## src/rtl/optrx_pkg.sv

```systemverilog
package optrx_pkg;
    localparam int SR_W = 32;
    localparam int NPAT = 3;
    localparam int P_RST = 0;
    localparam int P_SKIP = 1;
    localparam int P_DELIM = 2;
    localparam logic [SR_W-1:0] PATTERNS [NPAT] = '{
        32'hA9B0A732,
        32'hB8545928,
        32'hDDB0E72F
    };

    typedef enum logic [1:0] {
        ST_HUNT = 2'd0,
        ST_FILL = 2'd1,
        ST_LOAD = 2'd2
    } boot_st_e;
endpackage

```

## src/rtl/optrx_match.sv

```systemverilog
module optrx_match #(
    parameter int W = 32,
    parameter logic [W-1:0] PAT = '0
) (
    input  logic [W-1:0] win_i,
    output logic         hit_o
);
    assign hit_o = (win_i == PAT);
endmodule

```

## src/rtl/optrx_dec5b4b.sv

```systemverilog
module optrx_dec5b4b (
    input  logic [4:0] code_i,
    output logic [3:0] nib_o,
    output logic       ok_o
);
    always_comb begin
        ok_o  = 1'b1;
        nib_o = 4'h0;
        case (code_i)
            5'b11110: nib_o = 4'h0;
            5'b01001: nib_o = 4'h1;
            5'b10100: nib_o = 4'h2;
            5'b10101: nib_o = 4'h3;
            5'b01010: nib_o = 4'h4;
            5'b01011: nib_o = 4'h5;
            5'b01110: nib_o = 4'h6;
            5'b01111: nib_o = 4'h7;
            5'b10010: nib_o = 4'h8;
            5'b10011: nib_o = 4'h9;
            5'b10110: nib_o = 4'hA;
            5'b10111: nib_o = 4'hB;
            5'b11010: nib_o = 4'hC;
            5'b11011: nib_o = 4'hD;
            5'b11100: nib_o = 4'hE;
            5'b11101: nib_o = 4'hF;
            default:  ok_o  = 1'b0;
        endcase
    end
endmodule

```

## src/rtl/optrx_core.sv

```systemverilog
module optrx_core
    import optrx_pkg::*;
#(
    parameter int FILL_BITS = 64
) (
    input  logic            clk,
    input  logic            rst_n,
    input  logic            bit_i,
    input  logic            bit_vld_i,
    input  logic            boot_mode_i,
    output logic            hard_reset_o,
    output logic [SR_W-1:0] load_word_o,
    output logic            load_vld_o,
    output logic            code_err_o,
    output logic            word_irq_o,
    output logic            delim_irq_o,
    output logic [SR_W-1:0] shreg_o
);
    localparam int NIB_N = SR_W / 4;
    localparam int FCW   = $clog2(FILL_BITS + 1);
    localparam int NCW   = $clog2(NIB_N);
    localparam int BCW   = $clog2(SR_W);

    typedef struct packed {
        boot_st_e        st;
        logic [SR_W-1:0] sr;
        logic [FCW-1:0]  fill_cnt;
        logic [3:0]      code;
        logic [2:0]      code_cnt;
        logic [SR_W-1:0] acc;
        logic [NCW-1:0]  nib_cnt;
        logic [SR_W-1:0] word;
        logic            word_vld;
        logic            hrst;
        logic            err;
        logic [BCW-1:0]  bit_cnt;
        logic            wirq;
        logic            dirq;
    } state_t;

    state_t q, d;

    logic [SR_W-1:0] sr_nxt;
    logic [4:0]      code_nxt;
    logic [NPAT-1:0] hit;
    logic [3:0]      nib;
    logic            nib_ok;
    logic [SR_W-1:0] acc_nxt;

    assign sr_nxt   = {q.sr[SR_W-2:0], bit_i};
    assign code_nxt = {q.code, bit_i};
    assign acc_nxt  = {q.acc[SR_W-5:0], nib};

    for (genvar gi = 0; gi < NPAT; gi++) begin : g_match
        optrx_match #(.W(SR_W), .PAT(PATTERNS[gi])) match_i (
            .win_i (sr_nxt),
            .hit_o (hit[gi])
        );
    end

    optrx_dec5b4b dec_i (
        .code_i (code_nxt),
        .nib_o  (nib),
        .ok_o   (nib_ok)
    );

    always_comb begin
        d          = q;
        d.word_vld = 1'b0;
        d.hrst     = 1'b0;
        d.wirq     = 1'b0;
        d.dirq     = 1'b0;
        if (!boot_mode_i) begin
            d.st       = ST_HUNT;
            d.fill_cnt = '0;
            d.code_cnt = '0;
            d.nib_cnt  = '0;
        end else begin
            d.bit_cnt = '0;
        end
        if (bit_vld_i) begin
            d.sr = sr_nxt;
            if (boot_mode_i) begin
                case (q.st)
                    ST_HUNT: begin
                        if (hit[P_RST]) begin
                            d.hrst     = 1'b1;
                            d.st       = ST_FILL;
                            d.fill_cnt = '0;
                        end else if (hit[P_SKIP]) begin
                            d.st       = ST_LOAD;
                            d.code_cnt = '0;
                            d.nib_cnt  = '0;
                        end
                    end
                    ST_FILL: begin
                        if (q.fill_cnt == FCW'(FILL_BITS - 1)) begin
                            d.st       = ST_LOAD;
                            d.code_cnt = '0;
                            d.nib_cnt  = '0;
                        end else begin
                            d.fill_cnt = q.fill_cnt + 1'b1;
                        end
                    end
                    ST_LOAD: begin
                        if (q.code_cnt == 3'd4) begin
                            d.code_cnt = '0;
                            if (nib_ok) begin
                                d.acc = acc_nxt;
                                if (q.nib_cnt == NCW'(NIB_N - 1)) begin
                                    d.word     = acc_nxt;
                                    d.word_vld = 1'b1;
                                    d.nib_cnt  = '0;
                                end else begin
                                    d.nib_cnt = q.nib_cnt + 1'b1;
                                end
                            end else begin
                                d.err = 1'b1;
                            end
                        end else begin
                            d.code     = code_nxt[3:0];
                            d.code_cnt = q.code_cnt + 1'b1;
                        end
                    end
                    default: d.st = ST_HUNT;
                endcase
            end else begin
                if (hit[P_DELIM]) begin
                    d.dirq    = 1'b1;
                    d.bit_cnt = '0;
                end else if (q.bit_cnt == BCW'(SR_W - 1)) begin
                    d.wirq    = 1'b1;
                    d.bit_cnt = '0;
                end else begin
                    d.bit_cnt = q.bit_cnt + 1'b1;
                end
            end
        end
    end

    always_ff @(posedge clk or negedge rst_n) begin
        if (!rst_n) begin
            q <= '{st: ST_HUNT, default: '0};
        end else begin
            q <= d;
        end
    end

    assign hard_reset_o = q.hrst;
    assign load_word_o  = q.word;
    assign load_vld_o   = q.word_vld;
    assign code_err_o   = q.err;
    assign word_irq_o   = q.wirq;
    assign delim_irq_o  = q.dirq;
    assign shreg_o      = q.sr;
endmodule

```

## config.mk

```make
export PLATFORM = sky130hd
export DESIGN_NAME = optrx_core
export DESIGN_NICKNAME = d
export VERILOG_FILES = /design/src/rtl/optrx_pkg.sv /design/src/rtl/optrx_match.sv /design/src/rtl/optrx_dec5b4b.sv /design/src/rtl/optrx_core.sv
export SDC_FILE = /design/constraint.sdc
export NUM_CORES = 1
export LEC_CHECK = 0
export BUFFER_PORTS_ARGS = -buffer_cell sky130_fd_sc_hd__buf_2
export CORE_MARGIN = 3
export CORE_UTILIZATION = 55
export DETAILED_ROUTE_END_ITERATION = 10
export GPL_ROUTABILITY_DRIVEN = 0
export GPL_TIMING_DRIVEN = 0
export PLACE_DENSITY = 0.86
export SYNTH_ARGS = -nofsm -noshare
export SYNTH_HDL_FRONTEND = slang
export SYNTH_HIERARCHICAL = 1
export SYNTH_SLANG_ARGS = --single-unit
```

## constraint.sdc

```tcl
create_clock -name clk -period 2.45 [get_ports clk]
set_input_delay 0.735 -clock clk [delete_from_list [all_inputs] [get_ports clk]]
set_output_delay 0.735 -clock clk [all_outputs]
set_load 0.05 [all_outputs]
```

-- Word level (Yosys, flattened, before mapping)
Index checks and enable logic that the tools add are counted.
- add/sub/neg operators: 4
- equality and inequality tests: 25
- multiplexer cells: 45
- bitwise gates (word level): 2
- reductions and logical operators: 6
- operators with widths (operator ; number):
    2-to-1 mux 68 bit ; 2
    2-to-1 mux 125 bit ; 1
    == test 32 bit (second input constant) ; 3
    2-to-1 mux 84 bit ; 1
    2-to-1 mux 33 bit ; 2
    == test 5 bit (second input constant) ; 12
    one-hot mux 4 bit (15 select lines) ; 1
    2-to-1 mux 32 bit ; 1
    2-to-1 mux 3 bit ; 10
    2-to-1 mux 7 bit ; 4
    == test 5 x 4 -> 1 bit (second input constant) ; 5
    one-hot mux 3 bit (3 select lines) ; 2
    OR reduction 16 bit ; 1
    2-to-1 mux 5 bit ; 3
    one-hot mux 7 bit (2 select lines) ; 1
    2-to-1 mux 2 bit ; 5
    AND reduction 5 bit ; 2
    2-to-1 mux 1 bit ; 9
    2-to-1 mux 4 bit ; 2
    adder 7 x 1 -> 7 bit (second input constant) ; 1
    == test 7 x 6 -> 1 bit (second input constant) ; 1
    adder 3 x 1 -> 3 bit (second input constant) ; 2
    == test 3 bit (second input constant) ; 2
    one-hot mux 2 bit (3 select lines) ; 1
    other kinds (7) ; 8
- bits in registers: 125
- input bits: 5
- output and inout bits: 69
- logic and storage cells: 96

-- Depth between registers and ports, before layout
- depth after elaboration: 8
- mapped depth: 9
- depth with buffers taken out: 7

-- Cells and area by module
Netlist, hierarchy kept.
- by module, submodules not included (module ; times used ; cells an instance ; area an instance (um2) ; seq. area each (um2)):
    optrx_core ; 1 ; 408 ; 5392.7 ; 3027.9
    optrx_dec5b4b ; 1 ; 21 ; 121.4 ; 0.0
    optrx_match at g_match[0].match_i ; 1 ; 11 ; 113.9 ; 0.0
    optrx_match at g_match[1].match_i ; 1 ; 11 ; 107.6 ; 0.0
    optrx_match at g_match[2].match_i ; 1 ; 11 ; 101.3 ; 0.0

-- Least setup slack after synthesis
No wires, ideal clock.
- path kind: in2reg
- start: in bit_i
- end: reg q, in the netlist acc_nxt[22]
- setup time: 0.125 ns
- arrival time: 1.972 ns
- path slack: 0.353 ns
- stages on the path: 8
- cell sequence: nand2_1 nor2_1 o22ai_1 and3_1 and2_1 buf_4 buf_4 mux2_2
- cells in the longest elaborated chain, start to end: 4
- elaborated cells on any way between the ends: 19
- classes of those cells: eq/ne: 16; mux: 1; reduce/logical: 2
- RTL lines (item ; line ; RTL):
    start, declared ; optrx_core.sv:8 ; input logic bit_i,
    == test 5 bit or == test 5 x 4 -> 1 bit (tied branches) ; optrx_dec5b4b.sv:9 ; case (code_i)
    OR reduction 16 bit (no source line) (*) ; - ;
    2-to-1 mux 1 bit (*) ; optrx_dec5b4b.sv:9 ;
    net nib_ok ; optrx_core.sv:47 ; logic nib_ok;
    AND reduction 5 bit (no source line) (*) ; - ;
    end signal, assigned ; optrx_core.sv:143 ; q <= '{st: ST_HUNT, default: '0};
    end signal, assigned ; optrx_core.sv:145 ; q <= d;
    end, declared ; optrx_core.sv:41 ; state_t q, d;
Mark *: on every way through the listed nets, which the timed path passes. The rest lies on a longest branch.
A chain may end at the register's enable or synchronous reset.

==> flow_metrics.py <==
metrics = {
    "timing": {
        "final.hold.worst_slack_ps": 43.3,
        "period_minus_slack_ps": 2190,
        "tns_ps": 0,
        "setup_violations": 0,
        "max_freq_mhz": 457,
        "transition_at_the_pin_with_the_smallest_max_transition_slack_ps": 551,
        "maxSlewViolCount": 0,
        "final_min_period_over_clock_period_pct": 89.2,
        "rsz_0062_raised_after_global_routing": "no",
        "clock_skew_ps": 7.10,
        "timing.slew.headroom_pct": 63.3,
        "finalHoldViolations": 0,
    },
    "clocking": {
        "clock-sinks": 121,
        "cts-buffers-inserted": 17,
        "hold_buffers": 0,
        "max_h_tree_level": 4,
        "cts.path.max_buffers": 2,
        "later_pin_clock_latency_in_the_skew_report_ps": 510,
        "cts-root-buf": "clkbuf_8",
        "post_cts_resize_count": 0,
        "post_cts_buffers": 0,
        "tritoncts": "done",
        "cts.reportedPaths.clkPinSlew_ps": 60,
    },
    "drt": {
        "drt_pre_antenna_iters": 4,
        "routed_wirelength_um": 11200,
        "initialDrtViolationCount": 139,
        "routed_wire_length_per_instance_um": 16.0,
        "number_of_vias_per_cell_after_detailed_routing": 5.44,
        "detailroute.via_count": 3808,
        "detail_route.drc_violations": 0,
        "ant_nets": 0,
    },
    "logic_synthesis": {
        "ys.warnings.count": 6,
        "synthesis.nets": 474,
        "netlist_instances": 462,
        "synth-seq-cells": 121,
        "synth.distinct_cells": 53,
        "async_reset_ff_share_pct": 100,
        "syn-mean-instance-area_um2": 12.6,
        "ys_seq_area_share_pct": 51.9,
        "number_of_enable_type_register_cells_in_the_synthesized_netlist": 0,
        "synth-main-ff-cell": "dfrtp_1",
        "post_synth_instance_area_um2": 5840,
    },
    "power_and_ir_drop": {
        "leakage_power_figure_uw": 0.00362,
        "power.net_switching_uw": 2290,
        "power.switching_fraction_pct": 33.5,
        "power.ir.vdd_worst_mv": 1.01,
        "power-per-cell-area_nw_per_um2": 971,
        "combPwrFrac_pct": 24.3,
        "clock_network_fraction_of_design_power_pct": 38.5,
        "design_power_total_uw": 6820,
        "power_frac_seq_pct": 37.2,
        "intPower_uw": 4530,
    },
    "die": {
        "dieArea_um2": 11900,
        "floorplan.io_pins": 74,
        "initial_standard_cell_utilization_of_the_core_pct": 58.1,
        "rows": 36,
        "fp.dieW_um": 109,
        "core_region_area_um2": 10000,
        "chipHeight_um": 109,
    },
    "placement": {
        "dp.final_hpwl_um": 7540,
        "placed_cells_incl_taps": 668,
        "place.port_buffers": 72,
    },
    "global_routing": {
        "global_route.overflow_total": 0,
        "grt_pass1_vias": 3949,
        "track_usage_pct": 20.8,
        "grt_first_pass_wirelength_um": 19000,
        "grt_antenna_before_repair": 0,
        "maximum_number_of_pins_on_one_net_before_global_route_repair": 106,
    },
    "critical_path": {
        "critical_path_class": "flip-flop to flip-flop",
        "reg2reg_from": "shreg_o[13]",
        "setup.reg_to_reg.worst_slack_ps": 260,
        "r2r_end": "q[123]",
        "ff2ff_path_depth": 7,
        "critical_path_required_ps": 2840,
        "worst_setup_path_end_kind": "flip-flop",
        "critPathLaunchType": "flip-flop",
        "critical_path_arrival_ps": 2570,
        "critical_path.max_fanout": 6,
    },
    "finish": {
        "area.growth.synth_to_final_pct": 20.4,
        "commonest_cells_after_routing_fill_and_taps_aside": "dfrtp_1 (121), mux2_2 (97), buf_2 (75)",
        "layout-drive-gt1-share_pct": 52.2,
        "layout.cells.most_common": "dfrtp_1",
        "nNetsFinal": 566,
        "insertedDiodeCount": 0,
        "layoutNonFillerInstCount": 700,
    },
    "min_path": {
        "hp-class": "primary input to async pin",
    },
    "outcome": {
        "outcome": "finished, final reports clean",
    },
    "job": {
        "maxCapViolCount": 0,
    },
}
[worst max-delay path: stages, from the launching register on]
cell	delay, ps
dfrtp_1	430
nor4bb_1	400
nand4_1	220
nor2_1	180
or3b_2	460
o41ai_1	120
o21a_1	200
nor3_1	60
[power groups by stage]
| stage | Clock, uW | Combinational, uW | Sequential (uW) |
|---|---|---|---|
| floorplan | 0 | 1400 | 2450 |
| global placement | 0 | 1630 | 2530 |
| detailed placement | 0 | 1660 | 2550 |
| CTS | 2670 | 1680 | 2530 |
| global route | 2770 | 1740 | 2590 |
| finish | 2630 | 1660 | 2540 |
[cells by family (layout without fill, tap and decap cells)]
logic type	after synthesis	in the layout	synth area share, %
compound gates	42	42	4.95
simple gates	99	99	11.8
xor+xnor	4	4	0.600
fa+ha+maj	7	7	1.50
buf+inv	90	195	10.2
mux	99	99	19.1
flops	121	121	51.9
[metrics by stage]
stage               worst slack, ps  cell area (um^2)  utilization [%]
CTS                             256              7030             69.9
global route                   54.2              7030             69.9
floorplan                       353              5840                -
detailed placement            -34.2              6400             63.7
finish                          263              7030             69.9
global placement               -771              6360             63.4
[cells in the mapped netlist (5+ instances only)]
cell type / count / area, um^2
nand2_1: 20 / 75.1
buf_4: 67 / 503
nor4bb_1: 5 / 50.1
nor2_1: 12 / 45.0
and4bb_2: 5 / 62.6
a21oi_1: 12 / 60.1
inv_1: 11 / 41.3
mux2_2: 97 / 1090
and4b_1: 6 / 60.1
nand3_1: 5 / 25.0
ha_1: 7 / 87.6
clkbuf_1: 7 / 26.3
nor2b_1: 5 / 31.3
dfrtp_1: 121 / 3030
nand4_1: 7 / 43.8
[metal layers]
metal	share of wire, %	track usage, %
met1	41	24.4
met2	53	37.3
met3	4.0	4.80
met4	1.4	7.12
met5	0	0
[worst max path at each step]
stage | startpoint | to | slack, ps | cells after the start
2_1_floorplan | bit_i | acc_nxt[22] | 350 | 8
3_3_place_gp | rst_n | shreg_o[10] | -770 | 1
3_5_place_dp | bit_i | acc_nxt[27] | -30 | 8
4_1_cts | shreg_o[13] | q[124] | 260 | 7
5_1_grt | shreg_o[6] | q[124] | 50 | 7
6_report | shreg_o[13] | q[123] | 260 | 7
[final cells by class]
class,instances,area (um^2)
sequential,121,3030
fill,700,3020
multi-input combinational,251,2210
buffer,79,554
clock buffer,17,414
timing repair buffer,73,394
clock inverter,15,214
tap,133,166
inverter,11,41.3
[state kept, by name, indices dropped and copies added (netlist names)]
name	cells
acc_nxt	28
code_err_o	1
code_nxt	4
delim_irq_o	1
hard_reset_o	1
load_vld_o	1
load_word_o	32
q	20
shreg_o	32
word_irq_o	1
Power figures use the tool's default switching activity.
